`src/rtl/fgs_pkg.sv`:
```
package fgs_pkg;
  typedef enum logic [1:0] {LN_I = 2'd0, LN_S = 2'd1, LN_E = 2'd2, LN_M = 2'd3} line_t;
  typedef enum logic [2:0] {
    PR_READ = 3'd0, PR_WRITE = 3'd1, PR_WAIT_RD = 3'd2,
    PR_WAIT_WR = 3'd3, PR_CLEAR = 3'd4, PR_TAKE = 3'd5
  } preq_t;
  typedef enum logic [1:0] {BX_RD = 2'd0, BX_RDX = 2'd1, BX_SWR = 2'd2, BX_SCL = 2'd3} bxn_t;
  typedef struct packed {
    logic set_fe;
    logic clr_fe;
    logic set_prd;
    logic clr_prd;
    logic set_pwr;
    logic clr_pwr;
  } wupd_t;
endpackage

```
`src/rtl/fgs_decide.sv`:
```
module fgs_decide
  import fgs_pkg::*;
#(
  parameter int WORDS = 4,
  parameter int WSEL  = 2
) (
  input  line_t              cur,
  input  logic [WORDS-1:0]   fe,
  input  logic               busy,
  input  logic [WSEL-1:0]    busy_word,
  input  logic               req_valid,
  input  logic [2:0]         req_op,
  input  logic [WSEL-1:0]    req_word,
  input  logic               s_in,
  input  logic               c_in,
  input  logic               snp_valid,
  input  logic [1:0]         snp_op,
  input  logic [WSEL-1:0]    snp_word,
  output line_t              nxt,
  output logic               bus_req,
  output bxn_t               bus_op,
  output logic [WSEL-1:0]    bus_word,
  output logic               defer,
  output logic               flush,
  output logic               upd,
  output logic [WSEL-1:0]    upd_word,
  output wupd_t              wu,
  output logic               busy_nxt,
  output logic [WSEL-1:0]    busy_word_nxt
);
  logic line_valid;
  logic owner;
  assign line_valid = (cur != LN_I);
  assign owner      = (cur == LN_E) || (cur == LN_M);

  always_comb begin
    nxt           = cur;
    bus_req       = 1'b0;
    bus_op        = BX_RD;
    bus_word      = req_word;
    defer         = 1'b0;
    flush         = 1'b0;
    upd           = 1'b0;
    upd_word      = req_word;
    wu            = '0;
    busy_nxt      = busy;
    busy_word_nxt = busy_word;
    if (snp_valid) begin
      upd_word = snp_word;
      case (bxn_t'(snp_op))
        BX_RD: if (owner) begin
          flush = 1'b1;
          nxt   = LN_S;
        end
        BX_RDX: nxt = LN_I;
        BX_SWR: if (line_valid && !fe[snp_word]) begin
          upd        = 1'b1;
          wu.set_fe  = 1'b1;
          wu.clr_prd = 1'b1;
          if (owner) nxt = LN_S;
        end
        default: if (line_valid && fe[snp_word]) begin
          upd        = 1'b1;
          wu.clr_fe  = 1'b1;
          wu.clr_pwr = 1'b1;
          if (owner) nxt = LN_S;
        end
      endcase
    end else if (busy) begin
      bus_req    = 1'b1;
      bus_op     = BX_SCL;
      bus_word   = busy_word;
      upd_word   = busy_word;
      upd        = 1'b1;
      wu.clr_fe  = 1'b1;
      wu.clr_pwr = 1'b1;
      busy_nxt   = 1'b0;
    end else if (req_valid) begin
      case (preq_t'(req_op))
        PR_READ, PR_TAKE: begin
          if (!line_valid) begin
            bus_req   = 1'b1;
            bus_op    = BX_RD;
            nxt       = s_in ? LN_S : LN_E;
            upd       = 1'b1;
            wu.set_fe = c_in;
            wu.clr_fe = !c_in;
          end
          if (preq_t'(req_op) == PR_TAKE) begin
            busy_nxt      = 1'b1;
            busy_word_nxt = req_word;
          end
        end
        PR_WRITE: begin
          if (cur == LN_E) nxt = LN_M;
          else if (cur != LN_M) begin
            bus_req = 1'b1;
            bus_op  = BX_RDX;
            nxt     = LN_M;
          end
        end
        PR_WAIT_RD: begin
          if (!line_valid) begin
            bus_req = 1'b1;
            bus_op  = BX_RD;
            upd     = 1'b1;
            if (c_in) begin
              nxt        = s_in ? LN_S : LN_E;
              wu.set_fe  = 1'b1;
              wu.clr_prd = 1'b1;
            end else begin
              defer      = 1'b1;
              wu.set_prd = 1'b1;
            end
          end else if (!fe[req_word]) begin
            defer      = 1'b1;
            upd        = 1'b1;
            wu.set_prd = 1'b1;
          end
        end
        PR_WAIT_WR: begin
          bus_req = 1'b1;
          bus_op  = BX_SWR;
          if (line_valid) begin
            upd = 1'b1;
            if (!fe[req_word]) begin
              wu.set_fe  = 1'b1;
              wu.clr_prd = 1'b1;
              if (cur == LN_E) nxt = LN_S;
            end else begin
              defer      = 1'b1;
              wu.set_pwr = 1'b1;
            end
          end else if (c_in) begin
            defer      = 1'b1;
            upd        = 1'b1;
            wu.set_pwr = 1'b1;
          end
        end
        PR_CLEAR: begin
          if (line_valid && fe[req_word]) begin
            upd        = 1'b1;
            wu.clr_fe  = 1'b1;
            wu.clr_pwr = 1'b1;
            if (cur == LN_E) nxt = LN_M;
            if (cur == LN_S) begin
              bus_req = 1'b1;
              bus_op  = BX_SCL;
            end
          end
        end
        default: ;
      endcase
    end
  end
endmodule

```
`src/rtl/fgs_word_bank.sv`:
```
module fgs_word_bank
  import fgs_pkg::*;
#(
  parameter int WORDS = 4,
  parameter int WSEL  = 2
) (
  input  logic             clk,
  input  logic             rst_n,
  input  logic             upd,
  input  logic [WSEL-1:0]  upd_word,
  input  wupd_t            wu,
  output logic [WORDS-1:0] fe,
  output logic [WORDS-1:0] prd,
  output logic [WORDS-1:0] pwr
);
  for (genvar i = 0; i < WORDS; i++) begin : g_word
    logic en;
    logic fe_q, prd_q, pwr_q;
    logic fe_d, prd_d, pwr_d;

    assign en = upd && (upd_word == WSEL'(i));

    always_comb begin
      fe_d  = wu.set_fe  ? 1'b1 : (wu.clr_fe  ? 1'b0 : fe_q);
      prd_d = wu.set_prd ? 1'b1 : (wu.clr_prd ? 1'b0 : prd_q);
      pwr_d = wu.set_pwr ? 1'b1 : (wu.clr_pwr ? 1'b0 : pwr_q);
    end

    always_ff @(posedge clk or negedge rst_n) begin
      if (!rst_n) begin
        fe_q  <= 1'b0;
        prd_q <= 1'b0;
        pwr_q <= 1'b0;
      end else if (en) begin
        fe_q  <= fe_d;
        prd_q <= prd_d;
        pwr_q <= pwr_d;
      end
    end

    assign fe[i]  = fe_q;
    assign prd[i] = prd_q;
    assign pwr[i] = pwr_q;
  end
endmodule

```
`src/rtl/fgs_snoop_ctrl.sv`:
```
module fgs_snoop_ctrl
  import fgs_pkg::*;
#(
  parameter int WORDS = 4,
  parameter int WSEL  = (WORDS > 1) ? $clog2(WORDS) : 1
) (
  input  logic             clk,
  input  logic             rst_n,
  input  logic             req_valid,
  input  logic [2:0]       req_op,
  input  logic [WSEL-1:0]  req_word,
  input  logic             bus_s_i,
  input  logic             bus_c_i,
  input  logic             snp_valid,
  input  logic [1:0]       snp_op,
  input  logic [WSEL-1:0]  snp_word,
  output logic             bus_req_o,
  output logic [1:0]       bus_op_o,
  output logic [WSEL-1:0]  bus_word_o,
  output logic             defer_o,
  output logic             flush_o,
  output logic             snp_shared_o,
  output logic             snp_full_o,
  output logic             busy_o,
  output logic [1:0]       line_state_o,
  output logic [WORDS-1:0] fe_o,
  output logic [WORDS-1:0] pend_rd_o,
  output logic [WORDS-1:0] pend_wr_o
);
  logic rst_q1, rst_q2;
  always_ff @(posedge clk or negedge rst_n) begin
    if (!rst_n) begin
      rst_q1 <= 1'b0;
      rst_q2 <= 1'b0;
    end else begin
      rst_q1 <= 1'b1;
      rst_q2 <= rst_q1;
    end
  end

  line_t           state_q, state_d;
  logic            busy_q, busy_d;
  logic [WSEL-1:0] bword_q, bword_d;
  bxn_t            bop;
  logic            upd;
  logic [WSEL-1:0] upd_word;
  wupd_t           wu;

  fgs_decide #(.WORDS(WORDS), .WSEL(WSEL)) u_decide (
    .cur(state_q), .fe(fe_o), .busy(busy_q), .busy_word(bword_q),
    .req_valid(req_valid), .req_op(req_op), .req_word(req_word),
    .s_in(bus_s_i), .c_in(bus_c_i),
    .snp_valid(snp_valid), .snp_op(snp_op), .snp_word(snp_word),
    .nxt(state_d), .bus_req(bus_req_o), .bus_op(bop), .bus_word(bus_word_o),
    .defer(defer_o), .flush(flush_o), .upd(upd), .upd_word(upd_word), .wu(wu),
    .busy_nxt(busy_d), .busy_word_nxt(bword_d)
  );

  fgs_word_bank #(.WORDS(WORDS), .WSEL(WSEL)) u_bank (
    .clk(clk), .rst_n(rst_q2), .upd(upd), .upd_word(upd_word), .wu(wu),
    .fe(fe_o), .prd(pend_rd_o), .pwr(pend_wr_o)
  );

  always_ff @(posedge clk or negedge rst_q2) begin
    if (!rst_q2) begin
      state_q <= LN_I;
      busy_q  <= 1'b0;
      bword_q <= '0;
    end else begin
      state_q <= state_d;
      busy_q  <= busy_d;
      bword_q <= bword_d;
    end
  end

  assign bus_op_o     = bop;
  assign busy_o       = busy_q;
  assign line_state_o = state_q;
  assign snp_shared_o = snp_valid && (state_q != LN_I);
  assign snp_full_o   = snp_shared_o && fe_o[snp_word];
endmodule

```
`config.mk`:
```
export PLATFORM = sky130hd
export DESIGN_NAME = fgs_snoop_ctrl
export DESIGN_NICKNAME = d
export VERILOG_FILES = /design/src/rtl/fgs_pkg.sv /design/src/rtl/fgs_decide.sv /design/src/rtl/fgs_word_bank.sv /design/src/rtl/fgs_snoop_ctrl.sv
export SDC_FILE = /design/constraint.sdc
export NUM_CORES = 1
export LEC_CHECK = 0
export ABC_AREA = 1
export ABC_CLOCK_PERIOD_IN_PS = 1180
export BUFFER_PORTS_ARGS = -buffer_cell sky130_fd_sc_hd__buf_2
export CAP_MARGIN = 20
export CORE_MARGIN = 2
export CORE_UTILIZATION = 40
export DETAILED_ROUTE_END_ITERATION = 6
export HOLD_SLACK_MARGIN = 0.08
export MAX_ROUTING_LAYER = met4
export SETUP_SLACK_MARGIN = 0.1
export SLEW_MARGIN = 30
export SYNTH_ARGS = -nofsm -noshare
export SYNTH_HDL_FRONTEND = slang
export SYNTH_SLANG_ARGS = --single-unit
```
`constraint.sdc`:
```
create_clock -name clk -period 1.18 [get_ports clk]
set_clock_uncertainty 0.05 [all_clocks]
set_input_delay 0.059 -clock clk [delete_from_list [all_inputs] [get_ports clk]]
set_output_delay 0.059 -clock clk [all_outputs]
set_load 0.02 [all_outputs]
```
==> impl_metrics.py, run 1 <==
metrics = {
    "critical_path": {
        "cp_max_fo": 4,
        "worstSetupPathType": "reg -> out",
        "r2r_start": "line_state_o[1]",
        "reg2reg_depth": 10,
        "r2r_slack_ps": -530,
        "end_kind": "primary output",
        "start_kind": "flop",
        "r2r_end": "u_bank.g_word[3].pwr_q",
        "arrival_ps": 1600,
        "worst_ep_required_time_ps": 1070,
    },
    "timing": {
        "period_minus_slack_ps": 1714,
        "rsz0062_at_grt": "true",
        "finalMaxSlewViolations": 0,
        "setup_viol": 27,
        "finalHoldViolations": 0,
        "max_freq_mhz": 583.5,
        "fin_ws_ps": -533.9,
        "timing.final.crit_share": 1.452,
    },
    "floorplanning": {
        "start_util": 0.4143,
        "placementRows": 23,
        "die_x_um": 68.14,
        "io_pins": 39,
        "fp.coreArea_um2": 3971,
        "die-area_um2": 4642,
        "die_h_um": 68.14,
    },
    "place": {
        "post-dp-hpwl_um": 3737,
        "dpl-instance-area_um2": 2233,
        "io_buffers": 38,
        "routabilityCongestion": 0.8894,
    },
    "cts": {
        "cts-htree-levels": 1,
        "cts_buffer_depth": 2,
        "clock-root-buffer": "clkbuf_8",
        "clk_pin_slew_worst_paths_ps": 90,
        "cts_tree": "built",
        "clkSinkCount": 19,
        "numCtsBuffers": 3,
        "clk-insertion-delay-late_ps": 260,
    },
    "routing": {
        "totalWireLength_um": 5435,
        "dr.pass1.iters": 4,
        "vias": 1986,
        "ant_nets": 0,
        "post_drt_via_cell_ratio": 5.015,
        "wl_per_cell_um": 13.72,
        "route.detailed.drc": 0,
        "dr.first_iter.drc_count": 108,
    },
    "global_routing": {
        "grt_pass1_wl_um": 8631,
        "antenna_found_initial": 0,
        "grt_pass1_vias": 1901,
        "grt_max_degree": 18,
        "grt_use_total": 0.2553,
        "grt_overflow": 0,
    },
    "job": {
        "drv_cap": 0,
    },
    "pwr": {
        "seqPwrFrac": 0.231,
        "clkPwrFrac": 0.121,
        "comb_power_share": 0.649,
        "leakagePower_nw": 1.467,
        "switching_share": 0.4429,
        "max-vdd-ir-drop_mv": 0.9719,
        "total_power_mw": 4.042,
        "p_per_area_nw_per_um2": 1433,
        "switching_power_mw": 1.790,
        "p_int_mw": 2.252,
    },
    "synthesis": {
        "ys_top_cells_by_count": "nand2_1 (76), inv_1 (25), nand4_1 (23)",
        "synth-edff-count": 0,
        "syn_nets": 261,
        "syn_avg_cell_area_um2": 6.688,
        "ys_ff_latch": 19,
        "ys_types": 27,
        "async_flop_share": 1.000,
        "yosysTopAreaCell": "dfrtp_1",
        "synth_area_um2": 1645,
        "netlist_instances": 246,
        "synth_top_cell_area_share": 0.2890,
        "yosysMostFrequentCell": "nand2_1",
        "yosysSeqAreaShare": 0.2890,
        "ys.flop_type": "dfrtp_1",
        "synth_area_leaders": "dfrtp_1 (29%), nand2_1 (17%), nand4_1 (8.7%)",
        "yosysWarnings": 0,
    },
    "hold_path": {
        "hp-class": "in -> reg",
        "min_to": "line_state_o[0]",
        "worstHoldStart": "bus_s_i",
        "whs_path_depth": 5,
    },
    "status": {
        "outcome": "finished with violations",
        "violations": "negative setup slack",
    },
    "cells_and_area": {
        "utilization": 0.7105,
        "drive_gt1_frac": 0.5462,
        "area_delta_synth_final_pct": 71.48,
        "diodes": 0,
        "fin_area_um2": 2821,
        "nNetsFinal": 362,
    },
}
metrics by stage:
stage	hold slack [ps]	worst slack, ps	setup TNS, ps	cells
6_report	84.97	-533.9	-10940	396
5_1_grt	121.6	-640.9	-13130	396
4_1_cts	83.17	-503.1	-9881	393
3_5_place_dp	-203.2	-528.2	-8153	370
3_3_place_gp	-204.6	-497.4	-7663	370
2_1_floorplan	-286.6	-355.9	-5729	246
layer usage:
| metal | routed length, um | part of all wire | vias to the layer above | global-route usage |
|---|---|---|---|---|
| met5 | 0 | 0 | - | - |
| met2 | 2812 | 0.52 | 51 | 0.4612 |
| li1 | - | - | 1012 | - |
| met4 | 29 | 0.0053 | 0 | 0.04250 |
| met1 | 2374 | 0.44 | 919 | 0.3070 |
| met3 | 218 | 0.040 | 4 | 0.03125 |
sequential cells by signal (all words and copies together) (netlist names):
signal	cells
busy_o	1
bword_q	2
line_state_o	2
rst_q1	1
rst_q2	1
u_bank.g_word.fe_q	4
u_bank.g_word.prd_q	4
u_bank.g_word.pwr_q	4
power by group through the flow:
| stage | Sequential [mW] | Clock (mW) | Combinational, mW |
|---|---|---|---|
| 6_report | 0.932 | 0.488 | 2.62 |
| 4_1_cts | 0.920 | 0.504 | 2.37 |
| 5_1_grt | 0.953 | 0.536 | 2.81 |
| 3_3_place_gp | 0.923 | 0 | 1.84 |
| 2_1_floorplan | 1.00 | 0 | 1.11 |
| 3_5_place_dp | 0.932 | 0 | 1.85 |
placed cells by master, fill, tap and decap left out, types with 7 or more instances in the layout:
cell | synthesis | final
buf_4 | 12 | 56
nor2_1 | 16 | 9
dfrtp_1 | 19 | 16
inv_1 | 25 | 20
nor2_4 | 3 | 9
nand3_2 | 4 | 14
nand2_1 | 76 | 64
buf_2 | 2 | 25
buf_6 | 4 | 26
nand4_1 | 23 | 23
inv_2 | 4 | 7
nand2_2 | 1 | 11
area by class of cell:
| type | instances | area [um2] |
|---|---|---|
| multi-input cells | 181 | 1206 |
| fillers | 294 | 1150 |
| clock inverters | 1 | 5.005 |
| flip-flops and latches | 19 | 479.2 |
| repair buffers | 111 | 898.4 |
| inverters | 31 | 128.9 |
| well taps | 50 | 62.56 |
| clock buffers | 3 | 41.29 |
repair_timing:
| action | 4_1_cts | 5_1_grt |
|---|---|---|
| buffers inserted | 17 | 4 |
| hold buffers | 2 | 0 |
| gates resized for setup | 69 | 35 |
| cloned | 2 | 1 |
| endpoints found under the hold margin | 2 | 0 |
| setup endpoints to repair | 30 | 32 |
| pin swaps | 24 | 22 |
logic make-up (layout without fill, tap and decap cells):
| kind of cell | count (synthesis) | in the layout | share of synthesized area |
|---|---|---|---|
| AND/OR/NAND/NOR | 150 | 153 | 0.4479 |
| buffers and inverters | 49 | 146 | 0.1620 |
| flip-flops | 19 | 19 | 0.2890 |
| other | 1 | 1 | 0.002279 |
| AO/OA/AOI/OAI | 27 | 27 | 0.09886 |
worst max-delay path: stages, from the launching register on:
cell	delay [ps]
dfrtp_2	430
nor2_4	200
inv_4	80
nand3_4	90
nor2_4	40
nand3_2	60
nand2_2	60
o21ai_2	150
a21oi_2	70
buf_4	150
how the worst max path moves through the flow:
stage                    startpoint                      to  depth (start not counted)
floorplan           line_state_o[1]  u_bank.g_word[1].prd_q                         10
global placement    line_state_o[1]   u_bank.g_word[3].fe_q                         11
detailed placement  line_state_o[1]  u_bank.g_word[3].pwr_q                         11
CTS                 line_state_o[0]               bus_req_o                          9
global route        line_state_o[1]  u_bank.g_word[3].pwr_q                         10
finish              line_state_o[1]               bus_req_o                          9
Power figures use the tool's default switching activity.
==> run 2, diff against run 1 <==
--- a/config.mk
+++ b/config.mk
@@ -10,10 +10,11 @@
 export BUFFER_PORTS_ARGS = -buffer_cell sky130_fd_sc_hd__buf_2
 export CAP_MARGIN = 20
 export CORE_MARGIN = 2
-export CORE_UTILIZATION = 40
+export CORE_UTILIZATION = 45
 export DETAILED_ROUTE_END_ITERATION = 6
 export HOLD_SLACK_MARGIN = 0.08
 export MAX_ROUTING_LAYER = met4
+export PLACE_DENSITY = 0.71
 export SETUP_SLACK_MARGIN = 0.1
 export SLEW_MARGIN = 30
 export SYNTH_ARGS = -nofsm -noshare
==> constraint.sdc (replaced) <==
create_clock -name clk -period 1.18 [get_ports clk]
set_clock_uncertainty 0.05 [all_clocks]
set_input_delay 0.059 -clock clk [delete_from_list [all_inputs] [get_ports clk]]
set_output_delay 0.059 -clock clk [all_outputs]
set_load 0.05 [all_outputs]
==> impl_metrics.py, run 2 (synthesized netlist as in run 1, its figures left out) <==
metrics = {
    "status": {
        "outcome": "finished with violations",
        "violations": "negative setup slack",
    },
    "cts": {
        "cts_buffer_depth": 2,
        "numCtsBuffers": 3,
        "clock-root-buffer": "clkbuf_4",
        "clkSinkCount": 19,
        "cts_tree": "built",
        "clk_pin_slew_worst_paths_ps": 130,
        "cts-htree-levels": 1,
        "clk-insertion-delay-late_ps": 320,
    },
    "routing": {
        "post_drt_via_cell_ratio": 6.401,
        "dr.first_iter.drc_count": 302,
        "ant_nets": 0,
        "wl_per_cell_um": 21.76,
        "dr.pass1.iters": 5,
        "vias": 2541,
        "totalWireLength_um": 8640,
        "route.detailed.drc": 0,
    },
    "global_routing": {
        "grt_max_degree": 18,
        "grt_overflow": 0,
        "grt_pass1_vias": 2260,
        "antenna_found_initial": 0,
        "grt_pass1_wl_um": 10550,
        "grt_use_total": 0.3380,
    },
    "timing": {
        "setup_viol": 32,
        "hold_ws_ps": 133.7,
        "max_freq_mhz": 493.4,
        "rsz0062_at_grt": "true",
        "timing.final.crit_share": 1.718,
        "finalMaxSlewViolations": 0,
        "fin_ws_ps": -846.7,
        "slew_headroom": 0.6606,
        "tightest_slew_ps": 503.8,
        "setup_tns_ps": -16820,
        "finalHoldViolations": 0,
        "period_minus_slack_ps": 2027,
    },
    "pwr": {
        "comb_power_share": 0.744,
        "max-vdd-ir-drop_mv": 1.257,
        "clkPwrFrac": 0.072,
        "p_per_area_nw_per_um2": 1729,
        "p_int_mw": 2.587,
        "total_power_mw": 5.182,
        "leakagePower_nw": 1.520,
        "switching_power_mw": 2.595,
        "switching_share": 0.5008,
        "seqPwrFrac": 0.184,
    },
    "cells_and_area": {
        "largestRegisters": "u_bank.g_word.fe_q (4), u_bank.g_word.prd_q (4), u_bank.g_word.pwr_q (4)",
        "diodes": 0,
        "area_delta_synth_final_pct": 82.21,
        "drive_gt1_frac": 0.5726,
        "stdcell_count": 397,
        "mostFrequentLayoutCells": "nand2_1 (59), buf_4 (49), buf_6 (30)",
        "nNetsFinal": 367,
        "final_common_cell": "nand2_1",
    },
    "job": {
        "drv_cap": 0,
    },
    "floorplanning": {
        "placementRows": 21,
        "die_h_um": 64.47,
        "die_x_um": 64.47,
        "die-area_um2": 4156,
        "fp.coreArea_um2": 3416,
        "io_pins": 39,
        "start_util": 0.4817,
    },
    "hold_path": {
        "worstHoldStart": "req_word[0]",
        "hp-class": "in -> reg",
    },
    "critical_path": {
        "cpPeakStageDelay_ps": 440,
        "crit_slowest_cell": "dfrtp_1",
        "cpMostUsedCell": "nand2_1",
        "worst_ep_required_time_ps": 1360,
        "r2r_slack_ps": -850,
        "crit_cells": 11,
        "critPathTopFamily": "simple AND/OR/NAND/NOR gates",
        "worstSetupPathType": "reg -> reg",
        "cp_max_fo": 4,
        "crit_start": "u_bank.g_word[2].fe_q",
        "reg2reg_depth": 11,
        "r2r_start": "u_bank.g_word[2].fe_q",
        "crit_end": "u_bank.g_word[0].pwr_q",
        "r2r_end": "u_bank.g_word[0].pwr_q",
        "start_kind": "flop",
        "end_kind": "flop",
        "path_cells": "nand2_1, nand3_2, nand3_4, nor2_4, buf_4, buf_4, nand2_1, nand3b_1, nand4_1, nand2_1, nand2_1",
        "critPathBufInv": 2,
        "arrival_ps": 2210,
    },
    "place": {
        "post-dp-hpwl_um": 3743,
        "routabilityCongestion": 0.9256,
        "dp.cells": 367,
        "io_buffers": 38,
    },
}
## run 2: changes by cell type in the layout (fill, tap and decap cells not counted), moves of 3 or more
cell and delta:
buf_2 -9, clkbuf_4 +9, nand2_1 -5, nand2_2 +4, clkbuf_8 -3, buf_8 +11, buf_4 -7, buf_6 +4
## run 2: repair_timing
item,CTS,global route
pin swaps,28,17
cloned,1,1
endpoints found under the setup margin,33,39
gates resized for setup,96,35
hold buffers,3,0
endpoints found under the hold margin,4,0
buffers inserted,18,6
## run 2: layout make-up
cell class / instances / area (um2)
multi-input cells: 178 / 1196
repair buffers: 119 / 1111
flip-flops and latches: 19 / 479.2
fillers: 149 / 417.9
inverters: 31 / 126.4
well taps: 46 / 57.56
clock buffers: 3 / 22.52
clock inverters: 1 / 5.005
## run 2: power by group through the flow
| stage | combinational, mW | sequential (mW) | clock [mW] |
|---|---|---|---|
| floorplan | 1.49 | 1.08 | 0 |
| global placement | 2.34 | 0.930 | 0 |
| detailed placement | 2.37 | 0.937 | 0 |
| CTS | 3.28 | 0.926 | 0.357 |
| global route | 3.96 | 0.959 | 0.395 |
| finish | 3.86 | 0.953 | 0.373 |
## run 2: stage by stage
stage                     instance area [um2]  utilization  setup WS, ps
after floorplan                          1763            -        -531.1
after global placement                   2316       0.6780        -442.0
after detailed placement                 2316       0.6780        -492.5
after CTS                                2834       0.8297        -563.6
after global routing                     2998       0.8777        -893.8
final                                    2998       0.8777        -846.7
## run 2: worst min-delay path by stage
stage                             to  slack (ps)  depth (start not counted)
after detailed placement      rst_q2        -200                          1
after CTS                 bword_q[0]         100                          4
after floorplan               rst_q1        -290                          0
after global placement        rst_q2        -210                          1
final                     bword_q[0]         130                          4
after global routing      bword_q[0]         120                          4
## run 2: worst reg2reg max path: cells and delay by family (launching register included)
kind,cells,cell delay (ps)
AND/OR/NAND/NOR,9,1240
buffers and inverters,2,220
flip-flops,1,440
## run 2: layer usage
layer  global-route usage  vias to the layer above  wire length, um  part of all wire
li1                     -                     1021                -                 -
met1               0.3734                     1143             2928              0.34
met5                    -                        -                0                 0
met2               0.6016                      273             3910              0.45
met4               0.1543                        0              864              0.10
met3              0.05035                      104              936              0.11
==> run 3, diff against run 2 <==
--- a/config.mk
+++ b/config.mk
@@ -9,6 +9,7 @@
 export ABC_CLOCK_PERIOD_IN_PS = 1180
 export BUFFER_PORTS_ARGS = -buffer_cell sky130_fd_sc_hd__buf_2
 export CAP_MARGIN = 20
+export CORE_ASPECT_RATIO = 1.75
 export CORE_MARGIN = 2
 export CORE_UTILIZATION = 45
 export DETAILED_ROUTE_END_ITERATION = 6
==> constraint.sdc (replaced) <==
create_clock -name clk -period 1.18 [get_ports clk]
set_clock_uncertainty 0.05 [all_clocks]
set_input_delay 0.118 -clock clk [delete_from_list [all_inputs] [get_ports clk]]
set_output_delay 0.118 -clock clk [all_outputs]
set_load 0.05 [all_outputs]
==> impl_metrics.py, run 3 (synthesized netlist as in run 1, its figures left out) <==
metrics = {
    "global_routing": {
        "grt-busiest-layer": "met2",
        "antenna_found_initial": 0,
        "grtUsageMet3": 0.02151,
        "grt_use_total": 0.2934,
        "grt_overflow": 0,
        "use_met1": 0.2945,
        "grt_pass1_vias": 2142,
        "grt_util_met2": 0.5527,
        "grt_pass1_wl_um": 9439,
        "grt_max_degree": 18,
    },
    "pwr": {
        "total_power_mw": 4.819,
        "p_per_area_nw_per_um2": 1627,
        "leakagePower_nw": 1.519,
        "max-vdd-ir-drop_mv": 1.513,
    },
    "cells_and_area": {
        "area_delta_synth_final_pct": 80.00,
        "diodes": 0,
        "stdcell_count": 401,
        "final_common_cell": "nand2_1",
        "fin_area_um2": 2962,
        "drive_gt1_frac": 0.5549,
        "mostFrequentLayoutCells": "nand2_1 (65), buf_4 (57), buf_6 (29)",
        "largestRegisters": "u_bank.g_word.fe_q (4), u_bank.g_word.prd_q (4), u_bank.g_word.pwr_q (4)",
        "nNetsFinal": 371,
    },
    "place": {
        "routabilityCongestion": 0.9887,
        "post-dp-hpwl_um": 3873,
        "io_buffers": 38,
        "dpl-instance-area_um2": 2313,
        "dp.cells": 374,
        "post-place-ws_ps": -526.7,
    },
    "status": {
        "violations": "negative setup slack",
        "outcome": "finished with violations",
    },
    "critical_path": {
        "cp_max_fo": 4,
        "start_kind": "flop",
        "crit_start": "line_state_o[1]",
        "end_kind": "flop",
        "arrival_ps": 1970,
        "worst_ep_required_time_ps": 1290,
        "r2r_end": "u_bank.g_word[0].fe_q",
        "r2r_slack_ps": -680,
        "r2r_start": "line_state_o[1]",
        "crit_end": "u_bank.g_word[0].fe_q",
        "reg2reg_depth": 10,
        "worstSetupPathType": "reg -> reg",
    },
    "routing": {
        "dr.first_iter.drc_count": 93,
        "dr.pass1.iters": 4,
        "vias": 2240,
        "ant_nets": 0,
        "route.detailed.drc": 0,
        "post_drt_via_cell_ratio": 5.586,
        "totalWireLength_um": 6471,
        "wl_per_cell_um": 16.14,
    },
    "floorplanning": {
        "placementRows": 29,
        "fp.coreArea_um2": 3556,
        "io_pins": 39,
        "die_x_um": 49.71,
        "die_h_um": 83.99,
        "die-area_um2": 4175,
        "start_util": 0.4627,
    },
    "timing": {
        "fin_ws_ps": -683.3,
        "setup_viol": 30,
        "timing.final.crit_share": 1.579,
        "period_minus_slack_ps": 1863,
        "finalMaxSlewViolations": 0,
        "rsz0062_at_grt": "true",
        "max_freq_mhz": 536.7,
        "finalHoldViolations": 0,
    },
    "cts": {
        "clk_pin_slew_worst_paths_ps": 80,
        "cts-htree-levels": 1,
        "numCtsBuffers": 3,
        "clk-insertion-delay-late_ps": 260,
        "clkSinkCount": 19,
        "clock-root-buffer": "clkbuf_8",
        "cts_buffer_depth": 2,
        "cts_tree": "built",
    },
    "job": {
        "drv_cap": 0,
    },
    "hold_path": {
        "hp-class": "in -> async",
    },
}
[run 3: cell types whose count changed in the layout (fill, tap and decap cells not counted), moves of 3 or more]
cell	previous run	this run
buf_4	49	57
clkbuf_4	9	1
nand2_2	15	8
nand2_1	59	65
buf_2	16	21
clkbuf_8	0	3
nand2_4	4	7
nand3_4	6	3
[run 3: per-layer routing]
| layer | vias to the layer above | share of wire |
|---|---|---|
| li1 | 1032 | - |
| met4 | 0 | 0.066 |
| met3 | 42 | 0.037 |
| met2 | 112 | 0.55 |
| met5 | - | 0 |
| met1 | 1054 | 0.35 |
[run 3: layout make-up]
class / count / area, um2
well taps: 46 / 57.56
multi-input cells: 181 / 1205
repair buffers: 120 / 1047
fillers: 248 / 594.3
inverters: 31 / 126.4
clock inverters: 1 / 5.005
flip-flops and latches: 19 / 479.2
clock buffers: 3 / 41.29
[run 3: timing repair]
action	in CTS	in global routing
pin swaps	25	12
setup endpoints to repair	33	35
endpoints found under the hold margin	2	0
gates resized for setup	80	39
cloned	3	0
buffers inserted	15	10
hold buffers	1	0
[run 3: power by group]
group | switching (mW) | total (mW) | internal [mW]
combinational | 1.94 | 3.40 | 1.46
sequential | 0.141 | 0.952 | 0.810
clock | 0.234 | 0.469 | 0.235
total | 2.32 | 4.82 | 2.50
[run 3: worst max-delay path, stage by stage (launching register included)]
cell and delay (ps):
dfrtp_2 430, nor2_4 190, buf_6 130, nand3_1 130, buf_4 180, nor2_1 160
nor2_1 110, nand3_1 140, nand4_1 120, nand2_1 80, nand2_1 40
[run 3: how the worst min path moves through the flow]
stage                     startpoint     end  slack, ps  depth (start not counted)
after floorplan                rst_n  rst_q1       -230                          0
after global placement         rst_n  rst_q1       -150                          1
after detailed placement       rst_n  rst_q2       -150                          1
after CTS                      rst_n  rst_q1        120                          2
after global routing           rst_n  rst_q1        120                          2
final                          rst_n  rst_q2        110                          2
[run 3: stage by stage]
stage	setup TNS, ps	hold WS (ps)	utilization
floorplan	-10230	-227.6	-
global placement	-9273	-148.0	0.6506
detailed placement	-9509	-146.2	0.6506
CTS	-11290	123.2	0.7818
global route	-15740	123.0	0.8329
finish	-13780	113.8	0.8329
